**src/rtl/cmp_thresh_pkg.sv**
```systemverilog
package cmp_thresh_pkg;
  localparam int unsigned CTRL_W = 4;

  typedef struct packed {
    logic lo_ramp;
    logic lo_sync;
    logic hi_ramp;
    logic hi_sync;
  } ctrl_t;

  localparam int unsigned A_CTRL = 0;
  localparam int unsigned A_HI_SHD = 1;
  localparam int unsigned A_HI_ACT = 2;
  localparam int unsigned A_LO_SHD = 3;
  localparam int unsigned A_LO_ACT = 4;
endpackage

```
**src/rtl/thr_ctrl_reg.sv**
```systemverilog
module thr_ctrl_reg
  import cmp_thresh_pkg::*;
(
  input  logic              clk_i,
  input  logic              rst_ni,
  input  logic              we_i,
  input  logic [CTRL_W-1:0] wdata_i,
  output ctrl_t             ctrl_o
);
  always_ff @(posedge clk_i or negedge rst_ni) begin
    if (!rst_ni)   ctrl_o <= '0;
    else if (we_i) ctrl_o <= ctrl_t'(wdata_i);
  end
endmodule

```
**src/rtl/thr_chan.sv**
```systemverilog
module thr_chan #(
  parameter int unsigned CODE_W = 12
) (
  input  logic              clk_i,
  input  logic              rst_ni,
  input  logic              shd_we_i,
  input  logic [CODE_W-1:0] wdata_i,
  input  logic              sync_mode_i,
  input  logic              ramp_sel_i,
  input  logic              sync_i,
  input  logic [CODE_W-1:0] ramp_i,
  output logic [CODE_W-1:0] shadow_o,
  output logic [CODE_W-1:0] active_o
);
  logic [CODE_W-1:0] shd_d, act_d;

  assign shd_d = shd_we_i ? wdata_i : shadow_o;

  // same-cycle write wins at a strobe: shd_d already carries it
  always_comb begin
    if (ramp_sel_i)        act_d = ramp_i;
    else if (!sync_mode_i) act_d = shd_d;
    else if (sync_i)       act_d = shd_d;
    else                   act_d = active_o;
  end

  always_ff @(posedge clk_i or negedge rst_ni) begin
    if (!rst_ni) begin
      shadow_o <= '0;
      active_o <= '0;
    end else begin
      shadow_o <= shd_d;
      active_o <= act_d;
    end
  end
endmodule

```
**src/rtl/thr_order_mon.sv**
```systemverilog
module thr_order_mon #(
  parameter int unsigned CODE_W = 12
) (
  input  logic [CODE_W-1:0] hi_i,
  input  logic [CODE_W-1:0] lo_i,
  output logic              err_o
);
  localparam logic [CODE_W-1:0] PARK = {CODE_W{1'b1}};
  logic hi_used, lo_used;
  assign hi_used = (hi_i != PARK);
  assign lo_used = (lo_i != PARK);
  assign err_o   = hi_used && lo_used && (hi_i <= lo_i);
endmodule

```
**src/rtl/cmp_thresh_regs.sv**
```systemverilog
module cmp_thresh_regs
  import cmp_thresh_pkg::*;
#(
  parameter int unsigned CODE_W = 12,
  parameter int unsigned ADDR_W = 3
) (
  input  logic              clk_i,
  input  logic              rst_ni,
  input  logic              we_i,
  input  logic [ADDR_W-1:0] addr_i,
  input  logic [CODE_W-1:0] wdata_i,
  output logic [CODE_W-1:0] rdata_o,
  input  logic              sync_i,
  input  logic [CODE_W-1:0] ramp_i,
  output logic [CODE_W-1:0] hi_code_o,
  output logic [CODE_W-1:0] lo_code_o,
  output logic              order_err_o
);
  localparam int unsigned NUM_CH = 2;

  ctrl_t             ctrl_q;
  logic              ctrl_we;
  logic [CODE_W-1:0] shadow [NUM_CH];
  logic [CODE_W-1:0] active [NUM_CH];
  logic              mode_sync [NUM_CH];
  logic              mode_ramp [NUM_CH];

  assign ctrl_we = we_i && (addr_i == ADDR_W'(A_CTRL));

  thr_ctrl_reg u_ctrl (
    .clk_i  (clk_i),
    .rst_ni (rst_ni),
    .we_i   (ctrl_we),
    .wdata_i(wdata_i[CTRL_W-1:0]),
    .ctrl_o (ctrl_q)
  );

  assign mode_sync[0] = ctrl_q.hi_sync;
  assign mode_ramp[0] = ctrl_q.hi_ramp;
  assign mode_sync[1] = ctrl_q.lo_sync;
  assign mode_ramp[1] = ctrl_q.lo_ramp;

  // channel 0 = high, 1 = low; shadow at 1+2i, active at 2+2i
  for (genvar i = 0; i < NUM_CH; i++) begin : g_ch
    logic shd_we;
    assign shd_we = we_i && (addr_i == ADDR_W'(1 + 2 * i));
    thr_chan #(.CODE_W(CODE_W)) u_chan (
      .clk_i      (clk_i),
      .rst_ni     (rst_ni),
      .shd_we_i   (shd_we),
      .wdata_i    (wdata_i),
      .sync_mode_i(mode_sync[i]),
      .ramp_sel_i (mode_ramp[i]),
      .sync_i     (sync_i),
      .ramp_i     (ramp_i),
      .shadow_o   (shadow[i]),
      .active_o   (active[i])
    );
  end

  assign hi_code_o = active[0];
  assign lo_code_o = active[1];

  thr_order_mon #(.CODE_W(CODE_W)) u_order (
    .hi_i (active[0]),
    .lo_i (active[1]),
    .err_o(order_err_o)
  );

  always_comb begin
    rdata_o = '0;
    unique case (addr_i)
      ADDR_W'(A_CTRL):   rdata_o = {{(CODE_W-CTRL_W){1'b0}}, ctrl_q};
      ADDR_W'(A_HI_SHD): rdata_o = shadow[0];
      ADDR_W'(A_HI_ACT): rdata_o = active[0];
      ADDR_W'(A_LO_SHD): rdata_o = shadow[1];
      ADDR_W'(A_LO_ACT): rdata_o = active[1];
      default:           rdata_o = '0;
    endcase
  end
endmodule

```
**config.mk**
```make
export PLATFORM = sky130hd
export DESIGN_NAME = cmp_thresh_regs
export DESIGN_NICKNAME = d
export VERILOG_FILES = /design/src/rtl/cmp_thresh_pkg.sv /design/src/rtl/thr_ctrl_reg.sv /design/src/rtl/thr_chan.sv /design/src/rtl/thr_order_mon.sv /design/src/rtl/cmp_thresh_regs.sv
export SDC_FILE = /design/constraint.sdc
export NUM_CORES = 1
export LEC_CHECK = 0
export BUFFER_PORTS_ARGS = -buffer_cell sky130_fd_sc_hd__buf_4
export CORE_MARGIN = 5
export CORE_UTILIZATION = 49
export DETAILED_ROUTE_END_ITERATION = 8
export PLACE_DENSITY_LB_ADDON = 0.2
export SYNTH_ARGS = -nofsm -noshare
export SYNTH_HDL_FRONTEND = slang
export SYNTH_SLANG_ARGS = --single-unit
export TNS_END_PERCENT = 1
```
**constraint.sdc**
```tcl
create_clock -name clk_i -period 1.7 [get_ports clk_i]
set_clock_uncertainty 0.2 [all_clocks]
set_input_delay 0.17 -clock clk_i [delete_from_list [all_inputs] [get_ports clk_i]]
set_output_delay 0.17 -clock clk_i [all_outputs]
set_load 0.02 [all_outputs]
```
# Word-level counts from Yosys, hierarchy flattened

Cells that the tools add are included.

Magnitude comparators: 1
Bitwise gates (word level): 0
Add/sub/neg operators: 0
Multipliers: 0
Muxes and demuxes: 9
Div/mod/pow operators: 0
Reductions and logical operators: 6
Shifts and indexed selects: 0
Equal/unequal tests: 8

Operators with widths:

| kind                 | number |
|---|---|
| $mux 12              | 8 |
| $pmux 12 s5          | 1 |
| $ne 12x12->1 const B | 2 |
| $le 12x12->1         | 1 |
| $eq 3x2->1 const B   | 2 |
| $ne 3x2->1 const B   | 2 |
| $logic_and 1x1->1    | 5 |
| $eq 3x1->1 const B   | 1 |
| $eq 3x3->1 const B   | 1 |
| $logic_not 3->1      | 1 |

Output and inout bits: 37
Word-level logic and storage cells: 32
Memories kept: 0
Bits of input ports: 31
Register bits after elaboration: 52
RAM bits: 0
Latch bits: 0
ROM bits: 0

# Logic depth before layout (Yosys ltp)

Gate-level depths: netlist (run 1).

Word-level depth: 6
Depth in mapped cells: 6
Gate-level depth less buffers: 6

# Modules after synthesis

A second synthesis (run 1) with hierarchy kept.

Cells, all modules: 271
Area, all modules: 3,118.0 sq um

By module, submodules not included:

| module          | area each (sq um) | seq. area each (sq um) | instances | cells each |
|---|---|---|---|---|
| thr_chan        | 1,033.5           | 600.6                  | 2         | 77 |
| cmp_thresh_regs | 533.0             | 0.0                    | 1         | 58 |
| thr_order_mon   | 372.9             | 0.0                    | 1         | 51 |
| thr_ctrl_reg    | 145.1             | 100.1                  | 1         | 8 |

# Worst setup path before layout (run 1)

No wires, ideal clock.

Path kind: reg2out
Start point: reg g_ch[1].u_chan.active_o[10]
End point: out order_err_o
Arrival: 1,656 ps
Required time: 1,330 ps
Buffers on the path: 0
Slack: -326 ps
Stages on the path, launching flop included: 7
Cells stage by stage: dfrtp_1 > inv_1 > ha_1 > nand4_1 > nor4_1 > a211o_1 > o211a_1

Cells in the longest elaborated chain, start to end: 3
Elaborated cells between the ends (all ways): 4
Classes of those cells: 1 x order compare; 1 x eq/ne; 2 x reduce/logical

Ends and longest elaborated chain:

| element                                                              | line                  | text |
|---|---|---|
| start: declaration                                                   | thr_chan.sv:13        | `output logic [CODE_W-1:0] active_o` |
| start signal: assignment                                             | thr_chan.sv:33        | `active_o <= act_d;` |
| parallel branches: the longest is 2 deep, another holds $le 12x12->1 | --                    |  |
| $logic_and 1x1->1 (*)                                                | thr_order_mon.sv:12   | `assign err_o = hi_used && lo_used && (hi_i <= lo_i);` |
| end: declaration                                                     | cmp_thresh_regs.sv:17 | `output logic order_err_o` |

Every way passes the cells marked *.

# Worst setup path in the final report (run 1)

Start point: reg g_ch[0].u_chan.active_o[9]
End point: out order_err_o

Cells in the longest elaborated chain, start to end: 3
Elaborated cells between the ends (all ways): 4
Classes of those cells: 1 x order compare; 1 x eq/ne; 2 x reduce/logical

Ends and longest elaborated chain:

| element                                                              | line |
|---|---|
| start: declaration                                                   | thr_chan.sv:13 |
| start signal: assignment                                             | thr_chan.sv:33 |
| parallel branches: the longest is 2 deep, another holds $le 12x12->1 | -- |
| $logic_and 1x1->1 (*)                                                | thr_order_mon.sv:12 |

Marks and branches as above.

==> run summary, run 1 <==
CTS max path bufs -> 2
Skew-Pair Late Insertion Delay -> 0.31 ns
Synth Cell Area -> 0.00298 mm²
CTS root buf -> clkbuf_8
Min Tclk post-route -> 2.29 ns
Hold Fails Final Rpt -> 0
CP Launch Type -> flop
CP max stage delay -> 0.43 ns
Arrival @ worst endpoint -> 1.92 ns
Vias/cell -> 5.59
Pre-CTS WS -> -0.267 ns
CP max stage cell -> dfrtp_2
CP Capture Type -> output port
MaxCap Viol Count -> 0
Crit Path Class -> flop to output port
R2r endpoint -> g_ch[0].u_chan.active_o[9]$_DFFE_PN0P_
Area growth, synth to finish -> 46.1%
Crit-path cells -> ha_4 > nand4_1 > nor4_2 > a211o_1 > o211a_1 > buf_6
Total Routing Usage GR -> 24.0%
Routed Antenna Nets -> 0
Layout Cells excl Fill -> 476
Bufs and invs on worst path -> 1
Largest net degree at the start of global routing -> 28
Post-synth EDFFs -> 0
Number of global-route vias before repair -> 2779
Starting DRC count in detailed routing -> 193
# rows -> 28
Clock Sinks -> 52
Drt pass-1 iters -> 4
GPL Wtd Cong -> 0.896
Syn. warnings -> 0
RSZ-0062 raised after global routing -> yes
Post-CTS setup buffers -> 0
Inst Count DP -> 443
Hold_ws -> 0.110 ns
Top delay family on crit path -> simple AND/OR/NAND/NOR gates
Chip width -> 88.0 µm
IO buf count -> 67
I/O pins -> 68
Cells after synthesis -> 269
Slew Limit Fails -> 0
Worst Hold Class -> input port to asynchronous set/reset pin
Layout cells sized above 1 -> 42.9%
Worst Slack Setup Final -> -0.590 ns
Lkg Pwr -> 0.00214 µW
Failing checks -> setup timing
Ant. Diodes -> 0
VDD IR max -> 0.000698 V
First-pass GRT wire length -> 14100 µm
WL per Instance -> 18.5 µm
Crit-path max FO -> 3
Main synth FF type -> dfrtp_1
Net count, final -> 443
Worst-Margin Slew -> 0.348 ns
CP required -> 1.33 ns
Commonest non-fill, non-tap cells in the layout -> buf_4 (102), dfrtp_1 (39), mux2i_1 (38), nand2_1 (27), dlygate4sd3_1 (25)
Fillers -> 441
Final period utilization -> 135%
Final setup viols -> 6
#FFs+latches synth -> 52
Final WL -> 8830 µm
Antenna violations before repair -> 0
Via count -> 2661
Die ar. -> 0.00774 mm²
Core area -> 0.00592 mm²
Reg area -> 0.00132 mm²
Fmax -> 437 MHz
Sequential share of the synthesized area -> 43.7%
Die Span Y -> 88.0 µm
CTS tree -> done
CTS H-tree lvls -> 2
Max-slew headroom -> 76.5%
Post-DP HPWL -> 6420 µm
Pwr Density -> 1190 mW/mm²
Commonest non-fill, non-tap cell in the layout -> buf_4
R2r worst-path depth -> 4
Post-route setup TNS -> -1.12 ns
Worst setup startpoint -> g_ch[0].u_chan.active_o[9]$_DFFE_PN0P_
Yosys cell types -> 35
Congestion Overflow GR -> 0
Synth Area per Inst -> 11.1 µm²
Worst-path clk slew -> 0.09 ns
Multi-input logic area -> 0.00160 mm²
R2R setup slack -> 0.35 ns
Residual DRC -> 0
Initial core utilization -> 50.3%
Async set or reset register ratio after synthesis -> 100%
FF-to-FF Start -> u_ctrl.ctrl_o[0]$_DFFE_PN0P_
Synthesized Nets -> 312
Outcome -> finished, violations left
CTS buffer count -> 5
[power by group]
| part | internal [µW] | switching, µW | leakage [µW] |
|---|---|---|---|
| Sequential | 1570 | 199 | 0.000614 |
| Clock | 333 | 401 | 0.0000455 |
| Combinational | 1320 | 1370 | 0.00148 |
[routing by layer]
metal / GRT usage, % / vias up / wire, µm
li1: - / 1245 / -
met1: 31.5 / 1319 / 3760
met2: 40.3 / 87 / 4340
met3: 4.61 / 10 / 606
met4: 7.25 / 0 / 121
met5: 0 / - / 0
[cells by family (layout without fill, tap and decap cells)]
kind of cell	count (synthesis)	count (layout)	synth area share [%]
buf+inv	29	161	5.04
mux	67	67	25.4
simple gates	54	54	9.82
flops	52	52	43.7
fa+ha+maj	12	12	5.04
compound gates	55	55	11.1
[worst max-delay path by stage]
stage | depth (start not counted) | slack, ns | endpoint
floorplan | 6 | -0.23 | order_err_o
global placement | 6 | -0.26 | order_err_o
detailed placement | 6 | -0.27 | order_err_o
CTS | 6 | -0.59 | order_err_o
global route | 6 | -0.69 | order_err_o
finish | 6 | -0.59 | order_err_o
[timing repair]
| action | 4_1_cts | 5_1_grt |
|---|---|---|
| resized for setup | 10 | 5 |
| pin swaps | 6 | 6 |
| endpoints found under the hold margin | 104 | 0 |
| setup endpoints to repair | 13 | 13 |
| hold buffers | 25 | 0 |
[area by class of cell]
type                            count  area share [%]
Timing Repair Buffer              139            27.6
Clock buffer                        8            2.07
Sequential cell                    52            30.2
Inverter                           14            1.21
Multi-Input combinational cell    188            36.7
Tap cell                           75            2.15
[synth_stat cells, types with 4 or more instances]
| master | n | share of area [%] |
|---|---|---|
| dfrtp_1 | 52 | 44 |
| mux2i_1 | 38 | 13 |
| nand2_1 | 27 | 3.4 |
| o21ai_1 | 17 | 2.9 |
| mux2_2 | 16 | 6.0 |
| inv_1 | 14 | 1.8 |
| ha_1 | 12 | 5.0 |
| o22ai_1 | 11 | 2.3 |
| mux2_4 | 10 | 5.0 |
| a22oi_1 | 8 | 2.0 |
| nand4_1 | 8 | 1.7 |
| o21ai_0 | 7 | 1.2 |
| a21oi_1 | 6 | 1.0 |
| clkbuf_1 | 6 | 0.76 |
| nor2_1 | 6 | 0.76 |
| buf_2 | 5 | 0.84 |
| nand3_1 | 4 | 0.67 |
[sequential cells by signal, indices dropped and copies added (netlist names)]
name / count
u_ctrl.ctrl_o: 4
g_ch.u_chan.shadow_o: 24
g_ch.u_chan.active_o: 24
[worst register-to-register path: stages (launching register included)]
cell and delay, ns:
dfrtp_1 0.41, nand2b_1 0.14, buf_12 0.18, mux2i_1 0.22
o21ai_1 0.08
[stage by stage]
stage | power, µW | utilization, % | cell area, µm²
global placement | 4270 | 66.4 | 3930
CTS | 5180 | 73.2 | 4330
finish | 5200 | 73.6 | 4360
global route | 5510 | 73.6 | 4360
detailed placement | 4310 | 66.4 | 3930
floorplan | 3130 | - | 3000
Power figures use the tool's default switching activity.
==> run 2, diff against run 1 <==
- SKIP_CTS_REPAIR_TIMING: not set -> 1
==> run summary, run 2 (synthesis results as in run 1) <==
Outcome -> finished, violations left
Failing checks -> setup timing
CP max stage cell -> dfrtp_2
Die ar. -> 0.00774 mm²
Antenna violations before repair -> 0
Commonest non-fill, non-tap cell in the layout -> buf_4
CP Capture Type -> output port
# rows -> 28
MaxCap Viol Count -> 0
Worst Hold Class -> input port to asynchronous set/reset pin
VDD IR max -> 0.000699 V
Fmax -> 439 MHz
GRT met1 Usage -> 31.2%
Routed Antenna Nets -> 0
Top delay family on crit path -> simple AND/OR/NAND/NOR gates
Final period utilization -> 134%
Largest regs -> g_ch.u_chan.active_o (24), g_ch.u_chan.shadow_o (24), u_ctrl.ctrl_o (4)
CTS root buf -> clkbuf_8
Crit-path cells -> ha_4 > nand4_1 > nor4_2 > a211o_1 > o211a_1 > buf_6
Drt pass-1 iters -> 4
CP required -> 1.33 ns
CTS buffer count -> 5
Inst Count DP -> 443
GPL Wtd Cong -> 0.896
Net count, final -> 443
Vias/cell -> 5.59
CP Launch Type -> flop
Initial core utilization -> 50.3%
IO buf count -> 67
Min Tclk post-route -> 2.28 ns
Met3 usage -> 4.52%
I/O pins -> 68
Layout Cells excl Fill -> 476
FF-to-FF Start -> u_ctrl.ctrl_o[0]$_DFFE_PN0P_
Worst Slack Setup Final -> -0.579 ns
R2r worst-path depth -> 4
Clock Sinks -> 52
R2R setup slack -> 0.33 ns
Worst-Margin Slew -> 0.549 ns
R2r endpoint -> g_ch[0].u_chan.active_o[9]$_DFFE_PN0P_
Crit-path max FO -> 3
Area growth, synth to finish -> 46.2%
PnR Total Power -> 5200 µW
Largest net degree at the start of global routing -> 28
Lkg Pwr -> 0.00214 µW
Design area -> 0.00436 mm²
Skew-Pair Late Insertion Delay -> 0.31 ns
Slew Limit Fails -> 0
Ant. Diodes -> 0
Residual DRC -> 0
Congestion Overflow GR -> 0
Hold Fails Final Rpt -> 0
Arrival @ worst endpoint -> 1.91 ns
Area post-placement -> 0.00393 mm²
Global routing's busiest layer -> met2
Commonest non-fill, non-tap cells in the layout -> buf_4 (103), dfrtp_1 (39), mux2i_1 (38), nand2_1 (27), dlygate4sd3_1 (25)
CTS tree -> done
WL per Instance -> 18.6 µm
Total Routing Usage GR -> 23.1%
Max-slew headroom -> 63.3%
Starting DRC count in detailed routing -> 187
Met2 usage -> 37.9%
Final setup viols -> 5
CTS max path bufs -> 2
Die Span Y -> 88.0 µm
Pwr Density -> 1190 mW/mm²
Number of global-route vias before repair -> 2658
Via count -> 2663
Worst-path clk slew -> 0.09 ns
Chip width -> 88.0 µm
Crit Path Class -> flop to output port
Core area -> 0.00592 mm²
First-pass GRT wire length -> 13600 µm
Final WL -> 8850 µm
Layout cells sized above 1 -> 43.4%
CTS H-tree lvls -> 2
Post-DP HPWL -> 6420 µm
RSZ-0062 raised after global routing -> yes
CP max stage delay -> 0.43 ns
Bufs and invs on worst path -> 1
==> run 2: cell count changes in the layout (fill, tap and decap cells not counted) <==
cell and delta:
o22ai_1 -1, buf_6 -1, buf_4 +1, o22ai_2 +1, a22oi_1 -1, a22oi_2 +1
nor2_2 +1, nor2_4 -1
==> run 2: area by class of cell <==
cell class | instances | area (µm²)
inverters | 14 | 52.6
fillers | 437 | 1560
clock buffers | 8 | 90.1
flip-flops and latches | 52 | 1320
well taps | 75 | 93.8
multi-input cells | 188 | 1600
repair buffers | 139 | 1200
==> run 2: worst max-delay path by stage <==
stage                                                       start          end  depth (start not counted)
after floorplan           g_ch[1].u_chan.active_o[10]$_DFFE_PN0P_  order_err_o                          6
after global placement     g_ch[0].u_chan.active_o[9]$_DFFE_PN0P_  order_err_o                          6
after detailed placement  g_ch[0].u_chan.active_o[10]$_DFFE_PN0P_  order_err_o                          6
after CTS                  g_ch[0].u_chan.active_o[9]$_DFFE_PN0P_  order_err_o                          6
after global routing       g_ch[0].u_chan.active_o[9]$_DFFE_PN0P_  order_err_o                          6
final                      g_ch[0].u_chan.active_o[9]$_DFFE_PN0P_  order_err_o                          6
==> run 2: metal layers <==
| layer | part of all wire, % | wire length (µm) | up-vias |
|---|---|---|---|
| li1 | - | - | 1249 |
| met3 | 6.2 | 553 | 12 |
| met4 | 1.4 | 123 | 0 |
| met1 | 44 | 3860 | 1312 |
| met2 | 49 | 4310 | 90 |
| met5 | 0 | 0 | - |
==> run 2: stage by stage <==
stage          hold slack [ns]  utilization (%)  setup WS, ns  TNS (ns)
3_5_place_dp           -0.0925             66.4        -0.267     -1.21
5_1_grt                  0.160             73.6        -0.693     -1.67
6_report                 0.111             73.6        -0.579     -1.17
4_1_cts                 -0.427             67.9        -0.611     -2.19
3_3_place_gp           -0.0951             66.4        -0.260    -0.992
2_1_floorplan           -0.326                -        -0.225    -0.284
==> run 2: report_power, final <==
part           internal (µW)  switching (µW)  total (µW)
Sequential              1570             197        1770
Combinational           1320            1380        2700
Clock                    333             398         732
Total                   3220            1970        5200
==> run 3, diff against run 2 <==
- BUFFER_PORTS_ARGS: -buffer_cell sky130_fd_sc_hd__buf_4 -> not set
- CELL_PAD_IN_SITES_DETAIL_PLACEMENT: not set -> 1
- CELL_PAD_IN_SITES_GLOBAL_PLACEMENT: not set -> 2
- CORE_UTILIZATION: 49 -> 36
- DONT_BUFFER_PORTS: not set -> 1
==> run summary, run 3 (synthesis results as in run 1) <==
Die Span Y -> 101 µm
Top delay family on crit path -> flip-flops
Lkg Pwr -> 0.00190 µW
Ant. Diodes -> 0
VDD IR max -> 0.000556 V
Hold Fails Final Rpt -> 0
CTS root buf -> clkbuf_8
I/O pins -> 68
Commonest non-fill, non-tap cell in the layout -> buf_4
Worst-Margin Slew -> 0.541 ns
Antenna violations before repair -> 0
Pwr Density -> 1300 mW/mm²
Number of global-route vias before repair -> 2605
RSZ-0062 raised after global routing -> yes
# rows -> 33
Layout Cells excl Fill -> 454
CTS tree -> done
Post-DP HPWL -> 6830 µm
Layout cells sized above 1 -> 37.0%
Hold_ws -> 0.0369 ns
Total Routing Usage GR -> 19.2%
Clock Sinks -> 52
GRT met1 Usage -> 24.9%
Max-slew headroom -> 63.9%
Outcome -> finished, violations left
Worst Hold Class -> input port to flop
Largest net degree at the start of global routing -> 53
WL per Instance -> 22.0 µm
Failing checks -> setup timing
Pre-CTS WS -> -0.294 ns
First-pass GRT wire length -> 14900 µm
Crit-path cells -> ha_4 > nand4_1 > buf_4 > a211o_1 > o211a_4
Met2 usage -> 32.4%
Worst Slack Setup Final -> -0.554 ns
CP Capture Type -> output port
CTS max path bufs -> 2
Global routing's busiest layer -> met2
Met3 usage -> 5.54%
Net count, final -> 391
Area growth, synth to finish -> 38.7%
Congestion Overflow GR -> 0
Slew Limit Fails -> 0
Worst-path clk slew -> 0.10 ns
CP Launch Type -> flop
R2R setup slack -> 0.36 ns
Fmax -> 444 MHz
Residual DRC -> 0
IO buf count -> 0
CTS buffer count -> 5
Crit-path max FO -> 3
Via count -> 2406
MaxCap Viol Count -> 0
Drt pass-1 iters -> 4
Largest regs -> g_ch.u_chan.active_o (24), g_ch.u_chan.shadow_o (24), u_ctrl.ctrl_o (4)
Inst Count DP -> 411
Vias/cell -> 5.30
Final WL -> 9970 µm
GPL Wtd Cong -> 0.795
Core area -> 0.00813 mm²
Arrival @ worst endpoint -> 1.88 ns
Skew-Pair Late Insertion Delay -> 0.31 ns
CTS H-tree lvls -> 2
Starting DRC count in detailed routing -> 89
Final period utilization -> 133%
Initial core utilization -> 36.6%
Chip width -> 101 µm
CP max stage cell -> dfrtp_2
CP required -> 1.33 ns
Routed Antenna Nets -> 0
CP max stage delay -> 0.44 ns
Min Tclk post-route -> 2.25 ns
Die ar. -> 0.0102 mm²
Bufs and invs on worst path -> 1
Crit Path Class -> flop to output port
Commonest non-fill, non-tap cells in the layout -> buf_4 (47), dfrtp_1 (39), mux2i_1 (38), dlygate4sd3_1 (28), nand2_1 (27)
Fin util -> 50.8%
Final setup viols -> 10
-- run 3: changes by cell type in the layout (fill, tap and decap cells not counted), moves of 2 or more --
cell	previous run	this run
buf_12	6	4
buf_4	103	47
buf_6	5	7
dlygate4sd3_1	25	28
ha_1	9	3
ha_4	3	9
-- run 3: layout make-up --
cell class	instances	area, µm²
tap	105	131
multi-input combinational	188	1710
inverter	14	52.6
sequential	52	1320
timing repair buffer	87	820
clock buffer	6	72.6
fill	853	4000
clock inverter	2	35.0
-- run 3: power breakdown --
group	internal [µW]	switching [µW]
clock	438	439
sequential	1570	218
combinational	1260	1470
total	3270	2120
-- run 3: worst register-to-register path: stages, from the launching register on --
cell and delay, ns:
dfrtp_1 0.40, nand2b_1 0.12, buf_12 0.18, mux2i_1 0.19, o21ai_0 0.11
-- run 3: per-stage QoR --
stage | TNS, ns | instance area, µm² | total power, µW
final | -1.91 | 4140 | 5390
after global routing | -2.69 | 4140 | 5720
after CTS | -2.00 | 3580 | 4900
after detailed placement | -0.699 | 3480 | 4020
after global placement | -0.617 | 3480 | 3970
after floorplan | -0.284 | 3000 | 3130
-- run 3: path summary, 6_finish.rpt --
kind / start / endpoint / cells after the start
worst max-delay path: g_ch[0].u_chan.active_o[9]$_DFFE_PN0P_ / order_err_o / 5
worst min-delay path: we_i / u_ctrl.ctrl_o[3]$_DFFE_PN0P_ / 2
worst max register to register: u_ctrl.ctrl_o[2]$_DFFE_PN0P_ / g_ch[1].u_chan.active_o[3]$_DFFE_PN0P_ / 4
worst min register to register: g_ch[0].u_chan.shadow_o[9]$_DFF_PN0_ / g_ch[0].u_chan.shadow_o[9]$_DFF_PN0_ / 1
max in group asynchronous: rst_ni / g_ch[1].u_chan.active_o[8]$_DFFE_PN0P_ / 2
min in group asynchronous: rst_ni / g_ch[1].u_chan.shadow_o[3]$_DFF_PN0_ / 2
-- run 3: metal layers --
| metal | vias to the layer above | routed length, µm |
|---|---|---|
| met5 | - | 0 |
| met4 | 0 | 62 |
| met3 | 5 | 519 |
| met2 | 54 | 4920 |
| met1 | 1206 | 4470 |
| li1 | 1141 | - |
